==> config.mk <==
export PLATFORM = sky130hd
export DESIGN_NAME = serial_port
export DESIGN_NICKNAME = d
export VERILOG_FILES = /design/src/rtl/serial_port.sv
export SDC_FILE = /design/constraint.sdc
export NUM_CORES = 1
export LEC_CHECK = 0
export ABC_AREA = 0
export BUFFER_PORTS_ARGS = -buffer_cell sky130_fd_sc_hd__buf_2
export CAP_MARGIN = 30
export CORE_MARGIN = 4
export CORE_UTILIZATION = 62
export DETAILED_ROUTE_END_ITERATION = 7
export GPL_ROUTABILITY_DRIVEN = 1
export GPL_TIMING_DRIVEN = 0
export PLACE_DENSITY_LB_ADDON = 0.15
export REMOVE_ABC_BUFFERS = 1
export SLEW_MARGIN = 10
export SYNTH_ARGS = -nofsm -noshare
export SYNTH_HDL_FRONTEND = slang
export SYNTH_SLANG_ARGS = --single-unit
export TNS_END_PERCENT = 20
==> constraint.sdc <==
create_clock -name clk -period 7.2 [get_ports clk]
set_clock_uncertainty 0.1 [all_clocks]
set_input_delay 0.36 -clock clk [delete_from_list [all_inputs] [get_ports clk]]
set_output_delay 0.36 -clock clk [all_outputs]
set_load 0.02 [all_outputs]
==> src/rtl/serial_port.sv <==
module serial_port #(
  parameter int M0_DIV = 12,
  parameter int M2_DIV = 32
) (
  input  logic       clk,
  input  logic       rst_n,
  input  logic       baud16_i,
  input  logic       sel_i,
  input  logic       wr_i,
  input  logic [7:0] wdata_i,
  output logic [7:0] rdata_o,
  input  logic       rxd_i,
  output logic       rxd_o,
  output logic       rxd_oe_o,
  output logic       txd_o
);

  localparam int M0W = $clog2(M0_DIV);
  localparam int M2W = (M2_DIV > 1) ? $clog2(M2_DIV) : 1;
  localparam logic [M0W-1:0] M0_LAST = M0W'(M0_DIV - 1);
  localparam logic [M0W-1:0] M0_MID  = M0W'(M0_DIV / 2);
  localparam logic [M2W-1:0] M2_LAST = M2W'(M2_DIV - 1);

  logic [1:0] mode;
  logic       mp_en, rx_en, tx9, rx9, ti, ri;
  logic [7:0] rx_buf;

  wire wr_ctrl = wr_i & ~sel_i;
  wire wr_buf  = wr_i & sel_i;
  wire m0      = (mode == 2'd0);
  wire eleven  = mode[1];

  assign rdata_o = sel_i ? rx_buf : {mode, mp_en, rx_en, tx9, rx9, ti, ri};

  logic [1:0] rxd_q;
  wire rxd_s = rxd_q[1];
  always_ff @(posedge clk or negedge rst_n)
    if (!rst_n) rxd_q <= 2'b11;
    else        rxd_q <= {rxd_q[0], rxd_i};

  logic [M2W-1:0] m2_cnt;
  wire m2_tick = (m2_cnt == M2_LAST);
  always_ff @(posedge clk or negedge rst_n)
    if (!rst_n)       m2_cnt <= '0;
    else if (m2_tick) m2_cnt <= '0;
    else              m2_cnt <= m2_cnt + 1'b1;

  wire tick = (mode == 2'd2) ? m2_tick : baud16_i;

  // transmitter
  logic           tx_busy, tx_m0, txd_r;
  logic [9:0]     tx_sh;
  logic [3:0]     tx_cnt, tx_sub;
  logic [M0W-1:0] tx_div;

  wire tx_go  = wr_buf & ~tx_busy;
  wire tx_end = tx_busy & (tx_m0 ? (tx_div == M0_LAST && tx_cnt == 4'd1)
                                 : (tick && tx_sub == 4'd15 && tx_cnt == 4'd0));

  always_ff @(posedge clk or negedge rst_n) begin
    if (!rst_n) begin
      tx_busy <= 1'b0;
      tx_m0   <= 1'b0;
      tx_sh   <= '1;
      tx_cnt  <= '0;
      tx_sub  <= '0;
      tx_div  <= '0;
      txd_r   <= 1'b1;
    end else if (tx_go) begin
      tx_busy <= 1'b1;
      tx_m0   <= m0;
      tx_sh   <= {1'b1, eleven ? tx9 : 1'b1, wdata_i};
      tx_cnt  <= m0 ? 4'd8 : (eleven ? 4'd10 : 4'd9);
      tx_sub  <= '0;
      tx_div  <= '0;
      txd_r   <= m0;
    end else if (tx_busy) begin
      if (tx_m0) begin
        tx_div <= (tx_div == M0_LAST) ? '0 : tx_div + 1'b1;
        if (tx_div == M0_LAST) begin
          tx_sh  <= {1'b1, tx_sh[9:1]};
          tx_cnt <= tx_cnt - 1'b1;
          if (tx_cnt == 4'd1) tx_busy <= 1'b0;
        end
      end else if (tick) begin
        tx_sub <= tx_sub + 1'b1;
        if (tx_sub == 4'd15) begin
          if (tx_cnt == 4'd0) tx_busy <= 1'b0;
          else begin
            txd_r  <= tx_sh[0];
            tx_sh  <= {1'b1, tx_sh[9:1]};
            tx_cnt <= tx_cnt - 1'b1;
          end
        end
      end
    end
  end

  // receiver
  logic           rx_run, s7, s8, rx_b9, rx_m0;
  logic [3:0]     rx_sub, rx_idx;
  logic [7:0]     rx_sh;
  logic [M0W-1:0] rx_div;
  logic [2:0]     rx_cnt;

  wire maj       = (s7 & s8) | (s7 & rxd_s) | (s8 & rxd_s);
  wire rx_samp   = rx_run & tick & (rx_sub == 4'd9);
  wire a_final   = rx_samp & (eleven ? (rx_idx == 4'd10) : (rx_idx == 4'd9));
  wire b9_fin    = eleven ? rx_b9 : maj;
  wire rx_accept = a_final & ~ri & ~(mp_en & eleven & ~b9_fin);
  wire m0_go     = m0 & rx_en & ~ri & ~tx_busy & ~rx_m0 & ~wr_buf;
  wire m0_fin    = rx_m0 & (rx_div == M0_LAST) & (rx_cnt == 3'd7);

  always_ff @(posedge clk or negedge rst_n) begin
    if (!rst_n) begin
      rx_run <= 1'b0;
      rx_sub <= '0;
      rx_idx <= '0;
      s7     <= 1'b1;
      s8     <= 1'b1;
      rx_b9  <= 1'b0;
      rx_sh  <= '0;
      rx_buf <= '0;
      rx_m0  <= 1'b0;
      rx_div <= '0;
      rx_cnt <= '0;
    end else begin
      if (!rx_en || m0) rx_run <= 1'b0;
      else if (!rx_run) begin
        if (tick && !rxd_s) begin
          rx_run <= 1'b1;
          rx_sub <= '0;
          rx_idx <= '0;
        end
      end else if (tick) begin
        rx_sub <= rx_sub + 1'b1;
        if (rx_sub == 4'd15) rx_idx <= rx_idx + 1'b1;
        if (rx_sub == 4'd7)  s7 <= rxd_s;
        if (rx_sub == 4'd8)  s8 <= rxd_s;
        if (rx_sub == 4'd9) begin
          if (rx_idx == 4'd0 && maj) rx_run <= 1'b0;
          else if (rx_idx >= 4'd1 && rx_idx <= 4'd8) rx_sh <= {maj, rx_sh[7:1]};
          else if (rx_idx == 4'd9 && eleven) rx_b9 <= maj;
          if (a_final) rx_run <= 1'b0;
        end
      end

      if (m0_go) begin
        rx_m0  <= 1'b1;
        rx_div <= '0;
        rx_cnt <= '0;
      end else if (rx_m0) begin
        rx_div <= (rx_div == M0_LAST) ? '0 : rx_div + 1'b1;
        if (rx_div == M0_MID) rx_sh <= {rxd_s, rx_sh[7:1]};
        if (rx_div == M0_LAST) begin
          rx_cnt <= rx_cnt + 1'b1;
          if (rx_cnt == 3'd7) rx_m0 <= 1'b0;
        end
      end

      if (rx_accept || m0_fin) rx_buf <= rx_sh;
    end
  end

  // control byte and flags
  always_ff @(posedge clk or negedge rst_n) begin
    if (!rst_n) begin
      mode  <= '0;
      mp_en <= 1'b0;
      rx_en <= 1'b0;
      tx9   <= 1'b0;
      rx9   <= 1'b0;
      ti    <= 1'b0;
      ri    <= 1'b0;
    end else begin
      if (wr_ctrl) {mode, mp_en, rx_en, tx9, rx9, ti, ri} <= wdata_i;
      if (tx_end) ti <= 1'b1;
      if (rx_accept) begin
        ri  <= 1'b1;
        rx9 <= b9_fin;
      end
      if (m0_fin) ri <= 1'b1;
    end
  end

  assign rxd_oe_o = tx_busy & tx_m0;
  assign rxd_o    = rxd_oe_o ? tx_sh[0] : 1'b1;
  assign txd_o    = (tx_busy & tx_m0) ? (tx_div >= M0_MID)
                  : rx_m0             ? (rx_div >= M0_MID)
                  : txd_r;

  p_oe_mode0_r3: assert property (@(posedge clk) disable iff (!rst_n)
    $rose(rxd_oe_o) |-> $past(mode) == 2'd0);

  p_ti_source_r12: assert property (@(posedge clk) disable iff (!rst_n)
    $rose(ti) |-> ($past(tx_busy) || $past(wr_ctrl && wdata_i[1])));

  p_ri_held_r12: assert property (@(posedge clk) disable iff (!rst_n)
    $fell(ri) |-> $past(wr_ctrl));

  p_addr_only_r9: assert property (@(posedge clk) disable iff (!rst_n)
    ($rose(ri) && mp_en && eleven && !$past(wr_ctrl)) |-> rx9);

  p_start_tick_r7: assert property (@(posedge clk) disable iff (!rst_n)
    $rose(rx_run) |-> ($past(tick) && !$past(rxd_s)));

  p_busy_write_r11: assert property (@(posedge clk) disable iff (!rst_n)
    (wr_buf && tx_busy) |=> tx_cnt <= $past(tx_cnt));

  p_m0_rx_blocked_r4: assert property (@(posedge clk) disable iff (!rst_n)
    $rose(rx_m0) |-> !$past(ri));

endmodule

# Word level (Yosys, flattened, before mapping)
# Cells that the tools add are included.
[word_totals]
regBits = 76
input_bits = 14
wordCells = 216
[op_classes]
n_reduce_logical = 36
add_sub_neg = 8
order_cmp = 4
muxes = 87
n_eq_ne = 20
n_bitwise = 34
[op_table]
columns = ["operator", "count"]
rows = [
  ["$mux 4", 24],
  ["$mux 8", 10],
  ["$mux 10", 7],
  ["$mux 1", 40],
  ["$eq 4x4->1 const B", 8],
  ["$and 1x1->1", 22],
  ["$add 4x1->4 const B", 5],
  ["$reduce_bool 2->1", 9],
  ["$reduce_and 4->1", 3],
  ["$not 1->1", 10],
  ["$reduce_and 5->1", 2],
  ["$mux 3", 3],
  ["$reduce_bool 3->1", 3],
  ["$eq 4x3->1 const B", 2],
  ["$ge 4x3->1 const B", 2],
  ["$logic_not 4->1", 2],
  ["$logic_and 1x1->1", 7],
  ["$reduce_and 7->1", 1],
  ["$reduce_and 3->1", 2],
  ["$add 5x1->5 const B", 1],
  ["$eq 5x5->1 const B", 1],
  ["$mux 5", 1],
  ["$eq 4x1->1 const B", 1],
  ["$ge 4x1->1 const B", 1],
  ["other kinds (15)", 22],
]

# Depth between registers and ports, before layout
# Gate-level depths: netlist of run 1.
[depth]
word_depth = 12
depth_mapped = 10
depth_no_buf = 8

# Worst setup path after synthesis of run 1
# OpenSTA, ideal clock, no wires.
[synth_timing]
kind = "register to register"
start = "register m2_cnt[0]"
end = "register rx_buf[0]"
setup_ps = 128
period_less_slack_ps = 2267
t_arrival_ps = 2039
stages_incl_launch_ff = 10
required_ps = 6972
path_slack_ps = 4933
cell_sequence = "dfrtp_1 ha_1 and3_1 ha_1 nand3b_1 a21boi_4 buf_6 nor4b_4 o21bai_4 mux2_1"
[synth_via]
elab_chain_len = 8
[synth_lines]
columns = ["item", "line_no", "rtl"]
rows = [
  ["start: declaration", "41", "logic [M2W-1:0] m2_cnt;"],
  ["start signal: assignment", "46", "else m2_cnt <= m2_cnt + 1'b1;"],
  ["$eq 5x5->1", "42", "wire m2_tick = (m2_cnt == M2_LAST);"],
  ["$mux 1", "48", "wire tick = (mode == 2'd2) ? m2_tick : baud16_i;"],
  ["$and 1x1->1 (2 in a row)", "107", "wire rx_samp = rx_run & tick & (rx_sub == 4'd9);"],
  ["$and 1x1->1", "108", "wire a_final = rx_samp & (eleven ? (rx_idx == 4'd10) : (rx_idx == 4'd9));"],
  ["$and 1x1->1 (2 in a row)", "110", "wire rx_accept = a_final & ~ri & ~(mp_en & eleven & ~b9_fin);"],
  ["$logic_or 1x1->1", "161", "if (rx_accept || m0_fin) rx_buf <= rx_sh;"],
  ["end signal: assignment", "161", ""],
  ["end: declaration", "26", "logic [7:0] rx_buf;"],
]
# No other way between the ends.
# A chain may end at the register's enable or synchronous reset.

# Worst setup path in the final report of run 1
[layout_timing]
start = "register m2_cnt[0]"
end = "register tx_sh[0]"
[layout_via]
elab_chain_len = 4
[layout_lines]
columns = ["item", "line_no", "rtl"]
rows = [
  ["$eq 5x5->1", "42", ""],
  ["$mux 1", "48", ""],
  ["$reduce_bool 3->1 (no source line)", "-", ""],
  ["$reduce_and 5->1 (no source line)", "-", ""],
  ["end signal: assignment", "72", "tx_sh <= {1'b1, eleven ? tx9 : 1'b1, wdata_i};"],
  ["end signal: assignment", "81", "tx_sh <= {1'b1, tx_sh[9:1]};"],
  ["end signal: assignment", "91", "tx_sh <= {1'b1, tx_sh[9:1]};"],
  ["end: declaration", "52", "logic [9:0] tx_sh;"],
]
# No other way between the ends.

==> results.yml, run 1 <==
setup_path:
  critPathArrivalTime_ns: 2.97
  startpoint_type: "flop"
  path_delay_family: "simple AND/OR/NAND/NOR gates"
  critPathMaxFanout: 12
  crit_required_ns: 7.37
  critical_path.most_common_cell: "ha_1"
  worst-path-buf-inv: 0
  crit_path_end_kind: "flop"
  critPathMaxStageDelay_ns: 0.47
  crit_chain: "ha_1 > and3_1 > ha_1 > nand3b_1 > a21boi_4 > o21ai_1 > nand3_1 > mux2_1"
  cpMaxStageDelayCell: "nand3_1"
  path_class: "reg -> reg"
timing:
  drv_slew: 0
  whs_ns: 0.172
  rsz0062_at_grt: "false"
  finalSetupTns_ns: 0
  final-setup-viol-count: 0
  finalCritPeriodShare: 0.389
  worstMarginPinSlew_ns: 0.914
  slew-limit-headroom: 0.389
  timing_hold_violations_final: 0
  setup_ws_ns: 4.40
  min_period_ns: 2.80
  max_freq_mhz: 357
synthesis:
  syn_area_um2: 3980
  ys.flop_type: "dfrtp_1"
  syn_inst: 379
  ys_warn_count: 0
  synth_top_area_cell: "dfrtp_1"
  ys_seq_area_frac: 0.476
  synth_edf_count: 0
  synth_area_leaders: "dfrtp_1 38%, dfstp_2 9.2%, ha_1 6.0%"
  synth_cell_types: 54
  avgSynthCellArea_um2: 10.5
  yosys_register_bits: 75
  yosys.area.top_type_share: 0.383
  ys_async_sr_fraction: 1.00
place:
  place_area_um2: 4150
  dp_hpwl_mm: 5.27
  place_congestion: 0.892
  dp_slack_ns: 4.41
  io_buffers: 24
power:
  p_per_area_nw_per_um2: 317
  switching_share: 0.343
  max-vdd-ir-drop_mv: 0.205
  p_seq_frac: 0.479
  p_int_uw: 909
  cellLeakagePower_uw: 0.00208
  p_total_uw: 1380
  pwr-share-clk: 0.230
  comb_power_share: 0.291
  p_sw_uw: 474
clocking:
  clkTransAtPathRegs_ns: 0.08
  clk_latency_ns: 0.34
  clock_path_buffers: 2
  cts_tree: "done"
  htreeDepth: 3
  numCtsBuffers: 9
  cts.sinks: 75
  cts-root-buf: "clkbuf_8"
drt:
  vias: 2767
  routed_wl_mm: 7.48
  wl_per_cell_um: 15.5
  drcViolationCount: 0
  dr.pass1.iters: 4
  antenna_left: 0
  via_per_inst: 5.75
  drtIter0Drc: 178
grt:
  grt_pass1_wl_mm: 13.1
  antenna_found_initial: 0
  grt_use_total: 0.217
  grt_start_max_net_pins: 53
  grt-ovfl-total: 0
  first_global_vias: 2800
layout:
  final_area_um2: 4360
  nFillCells: 445
  seq_area_um2: 1890
  nets: 434
  multi_input_area_um2: 1950
  drive_above_1_share: 0.202
  area_growth_pct: 9.42
  diodes: 0
die:
  rows: 28
  die_h_um: 88.2
  coreArea_um2: 6060
  io_pins: 25
  die_width_um: 88.2
  floorplan.initialDensity: 0.657
  dieArea_um2: 7770
hold_path:
  min_path_type: "in -> reg"
job:
  max-cap-violations: 0
outcome:
  outcome: "completed"
[worst paths after layout]
path                            startpoint        to  slack [ns]  depth (start not counted)
worst min-delay path            wdata_i[0]        ri        0.17                          2
worst max-delay path             m2_cnt[0]  tx_sh[0]        4.40                          8
worst max register to register   m2_cnt[0]  tx_sh[0]        4.40                          8
min in group asynchronous            rst_n  rx_sh[3]        0.36                          2
max in group asynchronous            rst_n  tx_sh[1]        6.02                          3
worst min register to register    rxd_q[0]  rxd_q[1]        0.26                          0
[power by group through the flow]
| stage | clock network, uW | logic (uW) | registers [uW] |
|---|---|---|---|
| floorplan | 0 | 322 | 634 |
| global placement | 0 | 385 | 664 |
| detailed placement | 0 | 403 | 667 |
| CTS | 325 | 405 | 661 |
| global route | 346 | 466 | 680 |
| finish | 318 | 402 | 663 |
[layout by cell type (no fill, tap or decap), drive strengths merged, types with 3 or more instances in the layout]
| cell type | instances |
|---|---|
| mux2 | 39 |
| nand3 | 15 |
| nand3b | 3 |
| or3 | 3 |
| and3 | 4 |
| mux2i | 9 |
| ha | 19 |
| xnor2 | 4 |
| a21oi | 13 |
| o21ai | 22 |
| nor4b | 3 |
| nor3 | 8 |
| dfstp | 14 |
| nand2b | 5 |
| buf | 25 |
| nor2 | 24 |
| and2 | 3 |
| o31ai | 3 |
| clkinv | 4 |
| a21o | 5 |
| clkbuf | 11 |
| dfrtp | 61 |
| nand2 | 54 |
| nor3b | 4 |
| inv | 14 |
| nor2b | 5 |
[state kept, by name, summed over array words and instances (netlist names), 2 cells and up]
signal	cells
rx_buf	8
rx_cnt	3
rx_sh	8
tx_div	4
rx_idx	4
m2_cnt	5
rxd_q	2
tx_cnt	4
mode	2
rx_div	4
tx_sub	4
rx_sub	4
tx_sh	9
[repair_timing]
action	CTS	global route
hold buffers	1	1
gates resized for setup	0	0
endpoints found under the hold margin	22	1
setup buffers	0	0
[metal layers]
metal | GRT usage | part of all wire | vias up
met2 | 0.337 | 0.46 | 41
li1 | - | - | 1357
met1 | 0.305 | 0.50 | 1361
met5 | 0 | 0 | -
met4 | 0.0687 | 0.0072 | 0
met3 | 0.0470 | 0.032 | 8
[synth_stat cells, drive strengths merged (2+ instances only)]
cell type / count
a211oi: 2
a211o: 2
a22oi: 2
nand2: 54
a22o: 2
and3: 4
o22ai: 2
nand4: 2
or3: 3
a21o: 5
a21oi: 13
nand3b: 3
and2: 3
mux2: 39
o31ai: 3
nor3b: 4
dfrtp: 61
nand3: 15
nand2b: 5
nor2: 24
xor2: 2
clkbuf: 6
inv: 14
and3b: 2
nor2b: 5
ha: 19
nor3: 8
or4: 2
xnor2: 4
mux2i: 9
nor4b: 3
o21ai: 22
buf: 10
nand4b: 2
o21bai: 2
dfstp: 14
[layout make-up]
class	count	share of cell area
Inverter	15	0.0129
Multi-Input combinational cell	273	0.447
Sequential cell	75	0.435
Clock buffer	11	0.0324
Tap cell	75	0.0215
Clock inverter	5	0.0121
Timing Repair Buffer	27	0.0390
[cell families (layout without fill, tap and decap cells)]
kind of cell,Yosys count,after routing,synth area share
simple gates,141,141,0.180
flops,75,75,0.476
compound gates,58,58,0.0952
mux,48,48,0.139
buf+inv,31,58,0.0349
fa+ha+maj,20,20,0.0622
xor+xnor,6,6,0.0132
[metrics by stage]
stage / utilization / std cells
floorplan: - / 363
global placement: 0.679 / 462
detailed placement: 0.684 / 463
CTS: 0.718 / 480
global route: 0.719 / 481
finish: 0.719 / 481
(Power assumes the default switching activity.)
==> inputs of run 2 (changes only) <==
--- a/config.mk
+++ b/config.mk
@@ -9,7 +9,7 @@
 export BUFFER_PORTS_ARGS = -buffer_cell sky130_fd_sc_hd__buf_2
 export CAP_MARGIN = 30
 export CORE_MARGIN = 4
-export CORE_UTILIZATION = 62
+export CORE_UTILIZATION = 55
 export DETAILED_ROUTE_END_ITERATION = 7
 export GPL_ROUTABILITY_DRIVEN = 1
 export GPL_TIMING_DRIVEN = 0
==> constraint.sdc (replaced) <==
create_clock -name clk -period 2.3 [get_ports clk]
set_clock_uncertainty 0.1 [all_clocks]
set_input_delay 0.115 -clock clk [delete_from_list [all_inputs] [get_ports clk]]
set_output_delay 0.115 -clock clk [all_outputs]
set_load 0.02 [all_outputs]
==> results.yml, run 2 (synthesis gave the netlist of run 1 again) <==
outcome:
  outcome: "finished, violations left"
  violations: "negative setup slack"
timing:
  timing_hold_violations_final: 0
  drv_slew: 0
  setup_ws_ns: -0.118
  max_freq_mhz: 414
  whs_ns: 0.116
  final-setup-viol-count: 10
  rsz0062_at_grt: "true"
  worstMarginPinSlew_ns: 0.974
  finalCritPeriodShare: 1.05
  finalSetupTns_ns: -0.931
  min_period_ns: 2.42
  slew-limit-headroom: 0.349
power:
  max-vdd-ir-drop_mv: 0.379
  cellLeakagePower_uw: 0.00221
  p_per_area_nw_per_um2: 949
setup_path:
  path_class: "reg -> reg"
  critPathArrivalTime_ns: 2.55
  critPathMaxFanout: 5
  startpoint_type: "flop"
  crit_required_ns: 2.44
  crit_path_end_kind: "flop"
grt:
  grt_pass1_wl_mm: 13.5
  grt_start_max_net_pins: 44
  grt_use_total: 0.200
  antenna_found_initial: 0
  first_global_vias: 2781
  grt-ovfl-total: 0
drt:
  vias: 2827
  dr.pass1.iters: 4
  routed_wl_mm: 8.04
  via_per_inst: 5.43
  met3WireLength_um: 270
  highest_layer: "met4"
  drcViolationCount: 0
  antenna_left: 0
  wl_met1_mm: 3.78
  drtIter0Drc: 97
  wl_per_cell_um: 15.4
  wl_met2_mm: 3.89
clocking:
  clk_latency_ns: 0.35
  clkTransAtPathRegs_ns: 0.08
  cts-root-buf: "clkbuf_8"
  htreeDepth: 3
  cts_tree: "done"
  cts.sinks: 75
  clock_path_buffers: 2
  numCtsBuffers: 9
layout:
  drive_above_1_share: 0.266
  largest_register_ffs: 9
  most-common-layout-cells: "61 x dfrtp_1, 54 x nand2_1, 24 x nor2_1"
  reg.largest.list: "tx_sh (9), rx_buf (8), rx_sh (8)"
  area_growth_pct: 17.8
  regMostFlops: "tx_sh"
  mostFrequentLayoutCell: "dfrtp_1"
  nets: 453
  diodes: 0
place:
  place_congestion: 0.770
  io_buffers: 24
  dp_hpwl_mm: 5.41
die:
  coreArea_um2: 6910
  dieArea_um2: 8670
  io_pins: 25
  rows: 30
  floorplan.initialDensity: 0.577
  die_h_um: 93.1
  die_width_um: 93.1
hold_path:
  min_path_type: "in -> reg"
job:
  max-cap-violations: 0
run 2: cell types whose count changed in the layout (fill, tap and decap cells not counted), sizes merged:
cell,change
buf,+10
clkbuf,-2
clkinv,-1
clkinvlp,+1
dlygate4sd3,+8
inv,+2
o21bai,+1
run 2: metal layers:
| layer | track usage | up-vias |
|---|---|---|
| li1 | - | 1398 |
| met5 | 0 | - |
| met3 | 0.0459 | 9 |
| met1 | 0.270 | 1382 |
| met4 | 0.0659 | 0 |
| met2 | 0.319 | 38 |
run 2: layout make-up:
class,count,area (um^2)
Timing Repair Buffer,45,347
Sequential cell,75,1890
Fill cell,562,2210
Clock buffer,9,124
Clock inverter,7,76.3
Tap cell,96,120
Inverter,15,56.3
Multi-Input combinational cell,274,2080
run 2: path summary, 6_finish.rpt:
kind / start / end / slack [ns] / cells after the start
max: m2_cnt[1] / rx_buf[5] / -0.12 / 9
min: wr_i / tx_div[3] / 0.12 / 4
max reg2reg: m2_cnt[1] / rx_buf[5] / -0.12 / 9
min reg2reg: rxd_q[0] / rxd_q[1] / 0.26 / 0
max in group asynchronous: rst_n / tx_sh[7] / 1.32 / 3
min in group asynchronous: rst_n / rx_buf[3] / 0.14 / 2
run 2: through the flow:
step	total power (uW)	cell area (um^2)	setup WS, ns	std cells	utilization
after floorplan	2990	3900	-0.165	363	-
after global placement	3300	4140	-0.541	483	0.600
after detailed placement	3360	4160	-0.562	484	0.603
after CTS	4450	4620	-0.143	519	0.669
after global routing	4780	4690	-0.230	521	0.680
final	4460	4690	-0.118	521	0.680
run 2: report_power, final:
part	leakage, uW	internal [uW]	total (uW)	switching, uW
registers	0.000911	1700	2070	367
logic	0.00120	673	1360	683
clock network	0.0000962	508	1030	521
total	0.00221	2880	4460	1570
run 2: timing repair:
action / 4_1_cts / 5_1_grt
pin swaps: 3 / 5
hold buffers: 10 / 0
setup endpoints to repair: 39 / 31
buffers inserted: 8 / 2
gates cloned: 1 / 0
endpoints found under the hold margin: 50 / 0
gates resized for setup: 15 / 11
run 2: worst max-delay path: stages, from the launching register on:
cell      delay, ns
dfrtp_1        0.36
ha_2           0.19
and3_4         0.19
ha_4           0.12
nand3b_1       0.10
a21boi_4       0.20
buf_12         0.14
nor4b_4        0.30
o21bai_4       0.26
mux2_4         0.34
==> inputs of run 3 (changes only) <==
--- a/config.mk
+++ b/config.mk
@@ -5,11 +5,13 @@
 export SDC_FILE = /design/constraint.sdc
 export NUM_CORES = 1
 export LEC_CHECK = 0
-export ABC_AREA = 0
 export BUFFER_PORTS_ARGS = -buffer_cell sky130_fd_sc_hd__buf_2
 export CAP_MARGIN = 30
+export CELL_PAD_IN_SITES_DETAIL_PLACEMENT = 1
+export CELL_PAD_IN_SITES_GLOBAL_PLACEMENT = 2
+export CORE_ASPECT_RATIO = 0.9
 export CORE_MARGIN = 4
-export CORE_UTILIZATION = 55
+export CORE_UTILIZATION = 36
 export DETAILED_ROUTE_END_ITERATION = 7
 export GPL_ROUTABILITY_DRIVEN = 1
 export GPL_TIMING_DRIVEN = 0
==> results.yml, run 3 (synthesis gave the netlist of run 1 again) <==
clocking:
  numCtsBuffers: 9
  cts.sinks: 75
  clk_latency_ns: 0.33
  htreeDepth: 3
  clock_path_buffers: 2
  cts_tree: "done"
  cts-root-buf: "clkbuf_16"
  clkTransAtPathRegs_ns: 0.06
layout:
  fin_cells: 557
  diodes: 0
  nets: 453
  drive_above_1_share: 0.271
  final_area_um2: 4860
  largest_register_ffs: 9
  reg.largest.list: "tx_sh (9), rx_buf (8), rx_sh (8)"
  mostFrequentLayoutCell: "dfrtp_1"
  nFillCells: 1192
  area_growth_pct: 22.0
  seq_area_um2: 1890
  most-common-layout-cells: "61 x dfrtp_1, 54 x nand2_1, 23 x nor2_1, 23 x buf_2, 17 x ha_1"
  regMostFlops: "tx_sh"
  multi_input_area_um2: 2110
setup_path:
  critPathMaxFanout: 6
  crit_chain: "ha_2 > and3_4 > ha_4 > nand3b_1 > a21boi_4 > nor4b_4 > o21bai_4 > mux2_4"
  crit_required_ns: 2.41
  crit_path_end_kind: "flop"
  path_delay_family: "simple AND/OR/NAND/NOR gates"
  cp.depth: 8
  path_class: "reg -> reg"
  startpoint_type: "flop"
  critPathArrivalTime_ns: 2.48
  worst-path-buf-inv: 0
  cpMaxStageDelayCell: "dfrtp_1"
  rr_worst_depth: 8
  critPathMaxStageDelay_ns: 0.36
power:
  p_seq_frac: 0.421
  max-vdd-ir-drop_mv: 0.646
  comb_power_share: 0.278
  p_int_uw: 3350
  p_total_uw: 5000
  p_sw_uw: 1640
  pwr-share-clk: 0.301
  cellLeakagePower_uw: 0.00224
  switching_share: 0.329
  p_per_area_nw_per_um2: 1030
hold_path:
  worstHoldPathCells: 3
  min_path_type: "in -> reg"
drt:
  drtIter0Drc: 120
  drcViolationCount: 0
  antenna_left: 0
  routed_wl_mm: 9.52
  vias: 2891
  via_per_inst: 5.19
  wl_per_cell_um: 17.1
  dr.pass1.iters: 4
timing:
  worstMarginPinSlew_ns: 0.974
  slew-limit-headroom: 0.350
  rsz0062_at_grt: "true"
  finalCritPeriodShare: 1.03
  drv_slew: 0
  final-setup-viol-count: 16
  max_freq_mhz: 423
  whs_ns: 0.150
  min_period_ns: 2.36
  timing_hold_violations_final: 0
  finalSetupTns_ns: -0.464
  setup_ws_ns: -0.0630
place:
  place_area_um2: 4220
  place_congestion: 0.742
  post-place-cells: 521
  dp_hpwl_mm: 6.45
  io_buffers: 24
outcome:
  outcome: "finished, violations left"
  violations: "negative setup slack"
die:
  io_pins: 25
  dieArea_um2: 12800
  coreArea_um2: 10800
  die_h_um: 108
  floorplan.initialDensity: 0.369
  rows: 36
  die_width_um: 119
grt:
  grt_start_max_net_pins: 46
  grt_pass1_wl_mm: 16.3
  first_global_vias: 3043
  grt-ovfl-total: 0
  antenna_found_initial: 0
  grt_use_total: 0.164
job:
  max-cap-violations: 0
## run 3: cell count changes in the layout (fill, tap and decap cells not counted), sizes merged
cell	delta
inv	-2
buf	-1
bufinv	+1
clkbuf	+1
clkinvlp	-1
nand3	+1
## run 3: power groups by stage
stage,Clock [uW],Sequential (uW),Combinational [uW]
2_1_floorplan,0,1990,1010
3_3_place_gp,0,2100,1250
3_5_place_dp,0,2120,1310
4_1_cts,1550,2110,1400
5_1_grt,1620,2180,1620
6_report,1500,2100,1390
## run 3: repair_timing
action	4_1_cts	5_1_grt
resized for setup	24	6
pin swaps	5	4
cloned	2	0
hold buffers	10	0
endpoints found under the hold margin	39	0
buffers inserted	6	3
setup endpoints to repair	40	31
## run 3: path summary, 6_finish.rpt
| check | slack [ns] | to | startpoint |
|---|---|---|---|
| worst min-delay path | 0.15 | tx_div[2] | wr_i |
| min in group asynchronous | 0.17 | rx_sh[4] | rst_n |
| worst min register to register | 0.26 | rxd_q[1] | rxd_q[0] |
| worst max-delay path | -0.06 | rx_buf[0] | m2_cnt[0] |
| worst max register to register | -0.06 | rx_buf[0] | m2_cnt[0] |
| max in group asynchronous | 1.29 | tx_sh[6] | rst_n |
## run 3: cell type report
type / count / area share
inverters: 15 / 0.0116
clock inverters: 5 / 0.0160
multi-input cells: 275 / 0.434
repair buffers: 44 / 0.0654
well taps: 133 / 0.0343
flip-flops and latches: 75 / 0.390
clock buffers: 10 / 0.0492
## run 3: per-stage QoR
step	utilization	setup slack, ns
6_report	0.449	-0.0630
5_1_grt	0.449	-0.174
4_1_cts	0.445	-0.164
3_5_place_dp	0.390	-0.666
3_3_place_gp	0.387	-0.614
2_1_floorplan	-	-0.165
## run 3: routing by layer
| layer | part of all wire | track usage | vias to the layer above |
|---|---|---|---|
| met2 | 0.46 | 0.259 | 39 |
| met5 | 0 | 0 | - |
| li1 | - | - | 1400 |
| met3 | 0.038 | 0.0447 | 4 |
| met4 | 0.0080 | 0.0372 | 0 |
| met1 | 0.50 | 0.224 | 1448 |
## run 3: tightest hold or removal path, delay by kind of cell
| family | cells | cell delay, ns |
|---|---|---|
| buf+inv | 1 | 0.12 |
| compound gates | 2 | 0.30 |
